[config.mk]
export PLATFORM = sky130hd
export DESIGN_NAME = spi_seg_seq
export DESIGN_NICKNAME = d
export VERILOG_FILES = /design/src/rtl/spi_seq_pkg.sv /design/src/rtl/spi_seq_regs.sv /design/src/rtl/spi_seq_timer.sv /design/src/rtl/spi_seq_engine.sv /design/src/rtl/spi_seg_seq.sv
export SDC_FILE = /design/constraint.sdc
export NUM_CORES = 1
export LEC_CHECK = 0
export ABC_AREA = 1
export BUFFER_PORTS_ARGS = -buffer_cell sky130_fd_sc_hd__buf_2
export CORE_AREA = 10 10 83 85
export CTS_BUF_LIST = sky130_fd_sc_hd__clkbuf_4 sky130_fd_sc_hd__clkbuf_8 sky130_fd_sc_hd__clkbuf_16
export DETAILED_ROUTE_END_ITERATION = 10
export DIE_AREA = 0 0 93 95
export HOLD_SLACK_MARGIN = 0.06
export PLACE_DENSITY = 0.74
export SYNTH_ARGS = -nofsm -noshare
export SYNTH_HDL_FRONTEND = slang
export SYNTH_SLANG_ARGS = --single-unit
[constraint.sdc]
create_clock -name clk_i -period 1.2 [get_ports clk_i]
set_input_delay 0.06 -clock clk_i [delete_from_list [all_inputs] [get_ports clk_i]]
set_output_delay 0.06 -clock clk_i [all_outputs]
set_load 0.02 [all_outputs]
[src/rtl/spi_seq_pkg.sv]
package spi_seq_pkg;
  typedef enum logic [2:0] {
    PH_IDLE, PH_WAIT, PH_CHECK, PH_XFER, PH_DONE
  } phase_e;

  localparam logic [1:0] SEL_CTRL = 2'd0;
  localparam logic [1:0] SEL_CSID = 2'd1;
  localparam logic [1:0] SEL_CMD  = 2'd2;

  localparam int CTRL_EN_BIT   = 31;
  localparam int CTRL_SRST_BIT = 30;
  localparam int CMD_W         = 14;
  localparam int LEN_W         = 8;
endpackage

[src/rtl/spi_seq_regs.sv]
module spi_seq_regs
  import spi_seq_pkg::*;
#(
  parameter int NUM_CS = 4,
  parameter int CSID_W = 2,
  parameter int DW     = 32
) (
  input  logic              clk_i,
  input  logic              rst_ni,
  input  logic              wr_en_i,
  input  logic [1:0]        wr_sel_i,
  input  logic [DW-1:0]     wr_data_i,
  input  logic              ready_i,
  output logic [CSID_W-1:0] csid_o,
  output logic [CMD_W-1:0]  cmd_o,
  output logic [LEN_W-1:0]  len_o,
  output logic              srst_o,
  output logic              go_o,
  output logic              err_busy_o,
  output logic              err_csid_o
);
  logic en_q;
  logic wr_ctrl, wr_csid, wr_cmd, csid_ok;

  assign wr_ctrl = wr_en_i && (wr_sel_i == SEL_CTRL);
  assign wr_csid = wr_en_i && (wr_sel_i == SEL_CSID);
  assign wr_cmd  = wr_en_i && (wr_sel_i == SEL_CMD);
  assign csid_ok = wr_data_i < DW'(NUM_CS);

  assign srst_o     = wr_ctrl && wr_data_i[CTRL_SRST_BIT];
  assign go_o       = wr_cmd && en_q && ready_i;
  assign err_busy_o = wr_cmd && en_q && !ready_i;
  assign err_csid_o = wr_csid && !csid_ok;
  assign len_o      = wr_data_i[LEN_W-1:0];

  always_ff @(posedge clk_i or negedge rst_ni) begin
    if (!rst_ni) begin
      en_q   <= 1'b0;
      csid_o <= '0;
      cmd_o  <= '0;
    end else if (srst_o) begin
      en_q   <= 1'b0;
      csid_o <= '0;
      cmd_o  <= '0;
    end else begin
      if (wr_ctrl)            en_q   <= wr_data_i[CTRL_EN_BIT];
      if (wr_csid && csid_ok) csid_o <= wr_data_i[CSID_W-1:0];
      if (wr_cmd)             cmd_o  <= wr_data_i[CMD_W-1:0];
    end
  end
endmodule

[src/rtl/spi_seq_timer.sv]
module spi_seq_timer #(
  parameter int DLY = 3,
  localparam int CW = $clog2(DLY + 1)
) (
  input  logic clk_i,
  input  logic rst_ni,
  input  logic clr_i,
  input  logic start_i,
  output logic done_o
);
  logic [CW-1:0] cnt_q;

  assign done_o = (cnt_q == CW'(1));

  always_ff @(posedge clk_i or negedge rst_ni) begin
    if (!rst_ni)               cnt_q <= '0;
    else if (clr_i)            cnt_q <= '0;
    else if (start_i)          cnt_q <= CW'(DLY);
    else if (cnt_q != '0)      cnt_q <= cnt_q - CW'(1);
  end
endmodule

[src/rtl/spi_seq_engine.sv]
module spi_seq_engine
  import spi_seq_pkg::*;
(
  input  logic             clk_i,
  input  logic             rst_ni,
  input  logic             srst_i,
  input  logic             go_i,
  input  logic [LEN_W-1:0] len_i,
  input  logic             delay_done_i,
  input  logic             tx_empty_i,
  input  logic [7:0]       tx_data_i,
  input  logic             rx_full_i,
  input  logic             xfer_ack_i,
  input  logic [7:0]       xfer_rx_i,
  output logic             tx_pop_o,
  output logic             xfer_req_o,
  output logic [7:0]       xfer_tx_o,
  output logic             rx_push_o,
  output logic [7:0]       rx_data_o,
  output logic             seg_end_o,
  output logic             ready_o,
  output logic             active_o,
  output logic             tx_stall_o,
  output logic             rx_stall_o
);
  phase_e ph_q, ph_d;
  logic [LEN_W-1:0] left_q;
  logic due, issue;

  assign due       = (ph_q == PH_CHECK) && (left_q != '0);
  assign issue     = due && !tx_empty_i && !rx_full_i;
  assign tx_pop_o  = issue;
  assign xfer_req_o = issue;
  assign xfer_tx_o = issue ? tx_data_i : 8'h00;
  assign rx_push_o = (ph_q == PH_XFER) && xfer_ack_i;
  assign rx_data_o = rx_push_o ? xfer_rx_i : 8'h00;
  assign seg_end_o = (ph_q == PH_DONE);

  always_comb begin
    ph_d = ph_q;
    unique case (ph_q)
      PH_IDLE:  if (go_i) ph_d = PH_WAIT;
      PH_WAIT:  if (delay_done_i) ph_d = PH_CHECK;
      PH_CHECK: ph_d = issue ? PH_XFER : PH_DONE;
      PH_XFER:  if (xfer_ack_i) ph_d = PH_CHECK;
      PH_DONE:  ph_d = PH_IDLE;
      default:  ph_d = PH_IDLE;
    endcase
  end

  always_ff @(posedge clk_i or negedge rst_ni) begin
    if (!rst_ni) begin
      ph_q       <= PH_IDLE;
      left_q     <= '0;
      ready_o    <= 1'b1;
      active_o   <= 1'b0;
      tx_stall_o <= 1'b0;
      rx_stall_o <= 1'b0;
    end else if (srst_i) begin
      ph_q       <= PH_IDLE;
      left_q     <= '0;
      ready_o    <= 1'b1;
      active_o   <= 1'b0;
      tx_stall_o <= 1'b0;
      rx_stall_o <= 1'b0;
    end else begin
      ph_q <= ph_d;
      if (go_i) begin
        left_q   <= len_i;
        ready_o  <= 1'b0;
        active_o <= 1'b1;
      end else if (rx_push_o) begin
        left_q <= left_q - LEN_W'(1);
      end
      // TX dry has priority over RX full
      if (due && tx_empty_i)                    tx_stall_o <= 1'b1;
      else if (due && rx_full_i)                rx_stall_o <= 1'b1;
      if (seg_end_o) begin
        ready_o  <= 1'b1;
        active_o <= 1'b0;
      end
    end
  end
endmodule

[src/rtl/spi_seg_seq.sv]
module spi_seg_seq
  import spi_seq_pkg::*;
#(
  parameter int NUM_CS    = 4,
  parameter int START_DLY = 3,
  localparam int CSID_W   = (NUM_CS > 1) ? $clog2(NUM_CS) : 1,
  localparam int DLY_EFF  = (START_DLY < 1) ? 1 : START_DLY
) (
  input  logic              clk_i,
  input  logic              rst_ni,
  input  logic              wr_en_i,
  input  logic [1:0]        wr_sel_i,
  input  logic [31:0]       wr_data_i,
  input  logic              tx_empty_i,
  input  logic [7:0]        tx_data_i,
  output logic              tx_pop_o,
  output logic              tx_flush_o,
  input  logic              rx_full_i,
  output logic              rx_push_o,
  output logic [7:0]        rx_data_o,
  output logic              rx_flush_o,
  output logic              xfer_req_o,
  output logic [7:0]        xfer_tx_o,
  input  logic              xfer_ack_i,
  input  logic [7:0]        xfer_rx_i,
  output logic              ready_o,
  output logic              active_o,
  output logic              tx_stall_o,
  output logic              rx_stall_o,
  output logic [CSID_W-1:0] csid_o,
  output logic [13:0]       cmd_o,
  output logic              err_busy_o,
  output logic              err_csid_o
);
  logic srst, go, dly_done, seg_end;
  logic [LEN_W-1:0] len;

  spi_seq_regs #(.NUM_CS(NUM_CS), .CSID_W(CSID_W), .DW(32)) u_regs (
    .clk_i, .rst_ni, .wr_en_i, .wr_sel_i, .wr_data_i,
    .ready_i(ready_o), .csid_o, .cmd_o, .len_o(len),
    .srst_o(srst), .go_o(go), .err_busy_o, .err_csid_o
  );

  spi_seq_timer #(.DLY(DLY_EFF)) u_timer (
    .clk_i, .rst_ni, .clr_i(srst), .start_i(go), .done_o(dly_done)
  );

  spi_seq_engine u_engine (
    .clk_i, .rst_ni, .srst_i(srst), .go_i(go), .len_i(len),
    .delay_done_i(dly_done), .tx_empty_i, .tx_data_i, .rx_full_i,
    .xfer_ack_i, .xfer_rx_i, .tx_pop_o, .xfer_req_o, .xfer_tx_o,
    .rx_push_o, .rx_data_o, .seg_end_o(seg_end), .ready_o, .active_o,
    .tx_stall_o, .rx_stall_o
  );

  assign tx_flush_o = seg_end || srst;
  assign rx_flush_o = srst;
endmodule

==> flow_summary.ini, run 1 <==
[timing]
setup_ws_ns = -0.479
fin_crit_sh_pct = 140
setup_viol = 38
period_minus_slack_ns = 1.68
slew_viol_final = 0
worst_pin_slew_ns = 0.481
fmax_mhz = 596
rsz0062_at_grt = true
worst_hold_slack_ns = 0.0766
relSlewSlack_pct = 67.9
setup_tns_ns = -8.82
finClkSkew_ns = 0.00677
hold_violations = 0

[route]
drt_iter0_markers = 165
vias = 2663
via_per_inst = 4.81
avgRoutedWirePerCell_um = 14.5
drc = 0
postRouteAntennaNets = 0
routed_wl_um = 8050
dr.pass1.iters = 5

[critical_path]
r2r_setup_slack_ns = -0.17
crit_top_cell = nand4_1
end_kind = output port
slowest_delay_ns = 0.34
critical_path_class = reg -> out
cp.arrival_ns = 1.62
required_ns = 1.14
crit_buf_inv = 4
cp-start-kind = flop
crit_family = buffers and inverters
path_cells = inv_2 -> ha_4 -> nand4_1 -> nand4_1 -> buf_4 -> clkbuf_16 -> nor2_4 -> buf_6
cp_max_fo = 4
crit_slowest_cell = dfrtp_1

[synthesis]
yosysSeqAreaShare_pct = 39.5
synth_ff_type = dfrtp_1
synth_area_per_cell_um2 = 6.74
synth_edf_count = 0
ys_warn_count = 0
synth_cells = 320
postSynth.asyncResetShare_pct = 100
ys_ff_latch = 34
synth_cell_types = 27
syn_nets = 380
syn_area_mm2 = 0.00216

[die]
num_rows = 27
boundaryPins = 99
fp.dieH_um = 95
die_area_mm2 = 0.00884
core_mm2 = 0.00534
start_util_pct = 40.4
die_width_um = 93

[cts]
cts_buffers = 5
clkTransAtPathRegs_ns = 0.07
cts_tree = yes
clkLatencyLatePin_ns = 0.30
htreeDepth = 2
root_buffer = clkbuf_8
cts_sinks = 34
clockBufferDepth = 2

[flow_run]
maxCapViolations = 0

[run_status]
status = finished with violations
violations = negative setup slack

[power]
ir_drop_uv = 766
power_w = 0.00646
power.density_mw_per_mm2 = 1640
p_leak_nw = 2.23

[global_routing]
antenna_found_initial = 0
track_usage_pct = 17.1
grt_pass1_vias = 2689
grt_overflow = 0
grt_max_degree = 30
grt_pass1_wl_um = 12500

[placed_design]
postPlaceCellArea_mm2 = 0.00297
gp_congestion = 0.835
portBuffers = 98
dpl.hpwl_um = 5250

[finish]
final_cell_area_mm2 = 0.00394
num-nets-final = 541
fillCellCount = 404
antenna_cells = 0
layout_commonest_cell = buf_2
drive_gt1_share_pct = 47.5
post-route-util_pct = 73.7
area_delta_synth_final_pct = 82.5
mostFrequentLayoutCells = buf_2, inv_1, nand2_1

[hold_path]
hp-class = in -> reg
## Yosys cell counts, types with 2 or more instances
cell type	count	share of area (%)
buf_4	2	0.70
nand2_1	60	10
nand3_1	36	8.4
a21oi_1	3	0.70
o21ai_1	3	0.70
inv_2	2	0.35
inv_1	77	13
dfrtp_1	33	38
buf_2	4	0.93
o21ai_0	22	5.1
nor3_1	3	0.70
nor2_2	2	0.58
ha_1	4	2.3
o22ai_1	2	0.58
nor3_2	2	0.93
nor2_1	46	8.0
nand2_2	4	1.2
nand4_1	5	1.5
xor2_1	2	0.81
## power by group
group          internal (W)  total (W)  switching, W
Clock              0.000486   0.000941      0.000455
Sequential          0.00147    0.00167      0.000196
Combinational       0.00181    0.00385       0.00204
## registers in the layout (all words and copies together) (netlist names), 2 cells and up
signal / count
u_engine.ph_q: 3
u_engine.left_q: 8
u_regs.csid_o: 2
u_regs.cmd_o: 14
u_timer.cnt_q: 2
## through the flow
step | cells | setup slack (ns)
2_1_floorplan | 320 | -0.146
3_3_place_gp | 515 | -0.122
3_5_place_dp | 515 | -0.160
4_1_cts | 549 | -0.454
5_1_grt | 554 | -0.571
6_report | 554 | -0.479
## cell type report
cell class                      count  area (um^2)  share of cell area, %
Clock inverter                      1         5.00                  0.127
Clock buffer                        7         90.1                   2.29
Multi-Input combinational cell    199         1290                   32.8
Sequential cell                    34          852                   21.6
Tap cell                           72         90.1                   2.29
Timing Repair Buffer              162         1300                   32.9
Inverter                           79          312                   7.91
## path summary, 6_finish.rpt
check	depth (start not counted)	from	end
min in group asynchronous	2	rst_ni	u_regs.cmd_o[12]
worst max-delay path	8	u_engine.left_q[0]	xfer_tx_o[5]
max in group asynchronous	3	rst_ni	u_engine.ph_q[1]
worst max register to register	10	u_engine.ph_q[1]	u_engine.left_q[6]
worst min register to register	2	u_regs.cmd_o[13]	u_regs.cmd_o[13]
worst min-delay path	3	wr_data_i[7]	u_regs.cmd_o[7]
## tightest hold or removal path: cells and delay by family
kind	cells	cell delay [ns]
AOI/OAI and AO/OA	1	0.09
buffers and inverters	2	0.16
## per-layer routing
metal	wire [um]	global-route usage (%)	part of all wire, %
met1	3230	18.4	40
met2	3960	30.1	49
met3	698	6.82	8.7
met4	165	5.53	2.0
met5	0	0	0
## what timing repair did
item | 4_1_cts | 5_1_grt
hold endpoints to repair | 30 | 0
pin swaps | 20 | 17
setup buffers | 14 | 6
gates cloned | 1 | 2
gates resized for setup | 111 | 48
endpoints found under the setup margin | 32 | 37
hold buffers | 13 | 0
## cell families (layout without fill, tap and decap cells)
group | after synthesis | after routing | share of synthesized area, %
simple gates | 162 | 162 | 33.9
buf+inv | 87 | 249 | 16.1
flops | 34 | 34 | 39.5
compound gates | 31 | 31 | 7.42
fa+ha+maj | 4 | 4 | 2.32
xor+xnor | 2 | 2 | 0.812
Power figures use the tool's default switching activity.
==> run 2, diff against run 1 <==
ABC_AREA = default   (was 1)
CORE_AREA = 10 10 80 82   (was 10 10 83 85)
DIE_AREA = 0 0 90 92   (was 0 0 93 95)
==> run 2 against run 1 <==
The flow still finishes with violations (negative setup slack); non-clock buffer count increased by 1; combinational power decreased by 30%; first-iteration DRC count decreased by 29%; synthesized area decreased by 12%; clock skew about the same; design area decreased by 14%; die area decreased by 6.3%; clock power decreased by 4.6%; fmax decreased by 13%; synthesized cell count decreased by 33%; worst setup slack got worse by 0.25 ns; wire length decreased by 12%.
==> flow_summary.ini, run 2 <==
[run_status]
violations = negative setup slack
status = finished with violations

[synthesis]
ys_top_cells_by_count = nand2_1, dfrtp_1, nor2_1
yosysSeqAreaShare_pct = 44.8
ys_warn_count = 0
yosys-top-cells-area = dfrtp_1, nand2_1, a21oi_1, nor2_1, xor2_1
yosysTopAreaCell = dfrtp_1
synth_area_per_cell_um2 = 8.92
ys_ff_latch = 34
synth_cell_types = 40
syn_area_mm2 = 0.00190
synth_top_area_share_pct = 43.4
synth_cells = 213
synth_most_common_cell = nand2_1
syn_nets = 273
postSynth.asyncResetShare_pct = 100
synth_edf_count = 0
synth_ff_type = dfrtp_1

[route]
avgRoutedWirePerCell_um = 16.0
postRouteAntennaNets = 0
vias = 2181
drt_iter0_markers = 117
dr.pass1.iters = 4
via_per_inst = 4.92
drc = 0
routed_wl_um = 7080

[die]
die_width_um = 90
fp.dieH_um = 92
core_mm2 = 0.00491
start_util_pct = 38.7
num_rows = 26
boundaryPins = 99
die_area_mm2 = 0.00828

[cts]
htreeDepth = 2
cts_buffers = 5
root_buffer = clkbuf_8
cts_tree = yes
cts_sinks = 34
clockBufferDepth = 2
clkLatencyLatePin_ns = 0.29
clkTransAtPathRegs_ns = 0.07

[hold_path]
holdPathEnd = u_engine.rx_stall_o
hp-class = in -> reg
hold_depth = 3
hold_start = rx_full_i

[critical_path]
required_ns = 1.14
timing.rr.end = u_engine.left_q[6]
r2r_setup_slack_ns = -0.52
end_kind = output port
cp-start-kind = flop
r2r-start = u_engine.ph_q[2]
rr_worst_depth = 8
cp.arrival_ns = 1.87
critical_path_class = reg -> out
cp_max_fo = 6
cp-startpoint = u_engine.ph_q[2]

[finish]
layout_commonest_cell = buf_2
largest_register_ffs = 14
post-route-util_pct = 69.2
regMostFlops = u_regs.cmd_o
largestRegisters = u_regs.cmd_o x14, u_engine.left_q x8, u_engine.ph_q x3
drive_gt1_share_pct = 58.4
antenna_cells = 0
mostFrequentLayoutCells = buf_2, buf_4, nand2_1
num-nets-final = 432
fillCellCount = 352
final_cell_area_mm2 = 0.00340
area_delta_synth_final_pct = 78.7

[global_routing]
grt_max_degree = 20
track_usage_pct = 15.8
grt_overflow = 0
antenna_found_initial = 0
grt_pass1_wl_um = 11100
grt_pass1_vias = 2313

[timing]
setup_viol = 34
fmax_mhz = 518
slew_viol_final = 0
relSlewSlack_pct = 70.7
period_minus_slack_ns = 1.93
finClkSkew_ns = 0.00691
fin_crit_sh_pct = 161
worst_hold_slack_ns = 0.121
rsz0062_at_grt = true
hold_violations = 0
setup_ws_ns = -0.729
worst_pin_slew_ns = 0.439

[flow_run]
maxCapViolations = 0

[power]
p_leak_nw = 1.69
ir_drop_uv = 962
power.density_mw_per_mm2 = 1560

[placed_design]
gp_congestion = 0.805
postPlaceCellArea_mm2 = 0.00280
portBuffers = 98
dpl.hpwl_um = 4880
[run 2: metal layers]
metal	share of wire, %	vias up	global-route usage (%)	wire [um]
li1	-	1046	-	-
met1	39	1037	17.2	2740
met3	6.7	13	5.13	476
met4	1.6	0	4.64	114
met5	0	-	0	0
met2	53	85	28.6	3740
[run 2: worst max-delay path by stage]
stage,to,slack (ns),depth (start not counted)
global placement,xfer_tx_o[5],-0.44,7
finish,xfer_tx_o[3],-0.73,6
floorplan,xfer_tx_o[0],-0.37,6
CTS,xfer_tx_o[6],-0.70,7
global route,xfer_tx_o[1],-0.78,6
detailed placement,xfer_tx_o[2],-0.46,7
[run 2: layout make-up]
cell class	count	area [um^2]	share of cell area [%]
well taps	70	87.6	2.58
repair inverters	1	6.26	0.184
inverters	11	48.8	1.44
clock inverters	2	12.5	0.368
clock buffers	6	82.6	2.43
flip-flops and latches	34	852	25.1
repair buffers	163	1180	34.8
multi-input cells	156	1120	33.1
[run 2: what timing repair did]
action	4_1_cts	5_1_grt
hold buffers	8	0
resized for setup	52	41
hold endpoints to repair	24	0
pin swaps	9	6
setup buffers	5	7
setup endpoints to repair	34	35
cloned	1	1
[run 2: critical path, cell delays in order (launching register included)]
cell and delay (ns):
dfrtp_1 0.39, nand2b_1 0.17, a311o_1 0.29, or3_4 0.40, inv_8 0.09, and2_4 0.14, buf_6 0.11
[run 2: cell families after synthesis]
logic type,Yosys count,share of synthesized area [%]
and+or+nand+nor,101,27.7
AOI/OAI and AO/OA,40,13.0
DFF,34,44.8
buffers and inverters,23,6.39
xor gates and xnor gates,8,3.69
adders and majority gates,4,2.63
muxes,3,1.78
[run 2: stage by stage]
stage | worst slack [ns] | cells | setup TNS [ns] | power (W)
CTS | -0.700 | 435 | -14.83 | 0.00494
global route | -0.777 | 443 | -19.23 | 0.00561
detailed placement | -0.457 | 413 | -10.39 | 0.00378
finish | -0.729 | 443 | -17.05 | 0.00530
floorplan | -0.368 | 213 | -4.71 | 0.00284
global placement | -0.441 | 413 | -10.02 | 0.00370
[run 2: where the power goes]
group | switching (W) | internal, W
clock network | 0.000436 | 0.000461
logic | 0.00135 | 0.00134
registers | 0.000231 | 0.00148
==> run 3, diff against run 2 <==
PLACE_DENSITY = 0.73   (was 0.74)
==> run 3 against run 2 <==
The run still ends with negative setup slack left; clock skew down 0.0053 ns; clock-buffer cell count shrank 1; die area unchanged; non-clock buffer count down 1; register-to-register slack better by 0.11 ns; cell count is 0.23% lower; fmax is 0.56% higher; largest power group unchanged; highest routed layer unchanged.
==> flow_summary.ini, run 3 (synthesis gave the netlist of run 2 again) <==
[critical_path]
cp_max_fo = 5
end_kind = output port
cp-start-kind = flop
required_ns = 1.14
cp.arrival_ns = 1.86
critical_path_class = reg -> out

[placed_design]
gp_congestion = 0.787
dpl.hpwl_um = 4790
portBuffers = 98
postPlaceCellArea_mm2 = 0.00279

[cts]
clkTransAtPathRegs_ns = 0.07
root_buffer = clkbuf_8
clkLatencyLatePin_ns = 0.28
cts_buffers = 5
clockBufferDepth = 2
htreeDepth = 2
cts_sinks = 34
cts_tree = yes

[power]
power.density_mw_per_mm2 = 1670
p_leak_nw = 1.72
power_w = 0.00581
ir_drop_uv = 977

[route]
postRouteAntennaNets = 0
avgRoutedWirePerCell_um = 15.5
drc = 0
dr.pass1.iters = 4
drt_iter0_markers = 99
vias = 2174
routed_wl_um = 6840
via_per_inst = 4.92

[timing]
hold_violations = 0
fin_crit_sh_pct = 160
setup_viol = 34
relSlewSlack_pct = 78.0
slew_viol_final = 0
period_minus_slack_ns = 1.92
fmax_mhz = 521
worst_pin_slew_ns = 0.327
setup_ws_ns = -0.718
finClkSkew_ns = 0.00158
worst_hold_slack_ns = 0.123
rsz0062_at_grt = true

[hold_path]
hp-class = in -> async

[die]
core_mm2 = 0.00491
start_util_pct = 38.7
fp.dieH_um = 92
die_width_um = 90
die_area_mm2 = 0.00828
num_rows = 26
boundaryPins = 99

[finish]
drive_gt1_share_pct = 59.1
antenna_cells = 0
mostFrequentLayoutCells = buf_2, buf_4, nand2_1
area_delta_synth_final_pct = 83.4
largestRegisters = u_regs.cmd_o x14, u_engine.left_q x8, u_engine.ph_q x3
layout_commonest_cell = buf_2
largest_register_ffs = 14
final_cell_area_mm2 = 0.00349
num-nets-final = 431
regMostFlops = u_regs.cmd_o
post-route-util_pct = 71.0

[global_routing]
grt_pass1_wl_um = 11400
grt_max_degree = 18
antenna_found_initial = 0
track_usage_pct = 16.4
grt_overflow = 0
grt_pass1_vias = 2424

[flow_run]
maxCapViolations = 0

[run_status]
violations = negative setup slack
status = finished with violations
-- run 3: cell types whose count changed in the layout (fill, tap and decap cells not counted), moves of 2 or more --
cell       previous run  this run
a211oi_1              3         1
a211oi_2              5         7
buf_4                48        46
bufinv_16             0         2
inv_2                 5         3
-- run 3: area by class of cell --
class                           instances  area, um^2
Inverter                               11        51.3
Clock buffer                            5        68.8
Timing Repair inverter                  1        6.26
Timing Repair Buffer                  162        1180
Fill cell                             356        1430
Tap cell                               70        87.6
Multi-Input combinational cell        156        1170
Clock inverter                          3        68.8
Sequential cell                        34         852
-- run 3: what timing repair did --
item	CTS	global route
endpoints found under the setup margin	35	38
buffers inserted	7	6
hold buffers	9	0
endpoints found under the hold margin	42	0
resized for setup	76	23
pin swaps	17	6
cloned	2	0
-- run 3: stage by stage --
step / std cells / setup WS (ns) / setup TNS [ns]
after floorplan: 213 / -0.368 / -4.71
after global placement: 412 / -0.437 / -10.19
after detailed placement: 412 / -0.467 / -10.82
after CTS: 438 / -0.703 / -15.20
after global routing: 442 / -0.791 / -17.36
final: 442 / -0.718 / -15.18
-- run 3: power breakdown --
| part | internal, W | switching, W |
|---|---|---|
| sequential | 0.00148 | 0.000225 |
| clock | 0.000832 | 0.000437 |
| combinational | 0.00146 | 0.00137 |
-- run 3: critical path, stage by stage (launching register included) --
cell     delay (ns)
dfrtp_1        0.37
inv_2          0.06
ha_4           0.16
a311o_1        0.27
or3_4          0.39
inv_4          0.09
and2_4         0.13
buf_6          0.11
-- run 3: metal layers --
| metal | GRT usage [%] | share of wire [%] |
|---|---|---|
| met1 | 17.2 | 38 |
| met2 | 30.5 | 54 |
| met3 | 5.87 | 6.9 |
| met4 | 4.11 | 0.89 |
| met5 | 0 | 0 |
-- run 3: final timing paths --
path	cells after the start	slack (ns)	startpoint	to
worst max-delay path	7	-0.72	u_engine.left_q[1]	xfer_tx_o[7]
max in group asynchronous	3	0.63	rst_ni	u_engine.left_q[7]
worst max register to register	7	-0.41	u_engine.ph_q[1]	u_engine.left_q[1]
worst min register to register	2	0.49	u_engine.ready_o	u_engine.ready_o
worst min-delay path	2	0.12	rst_ni	u_regs.en_q
min in group clk_i	4	0.13	wr_data_i[3]	u_regs.cmd_o[3]
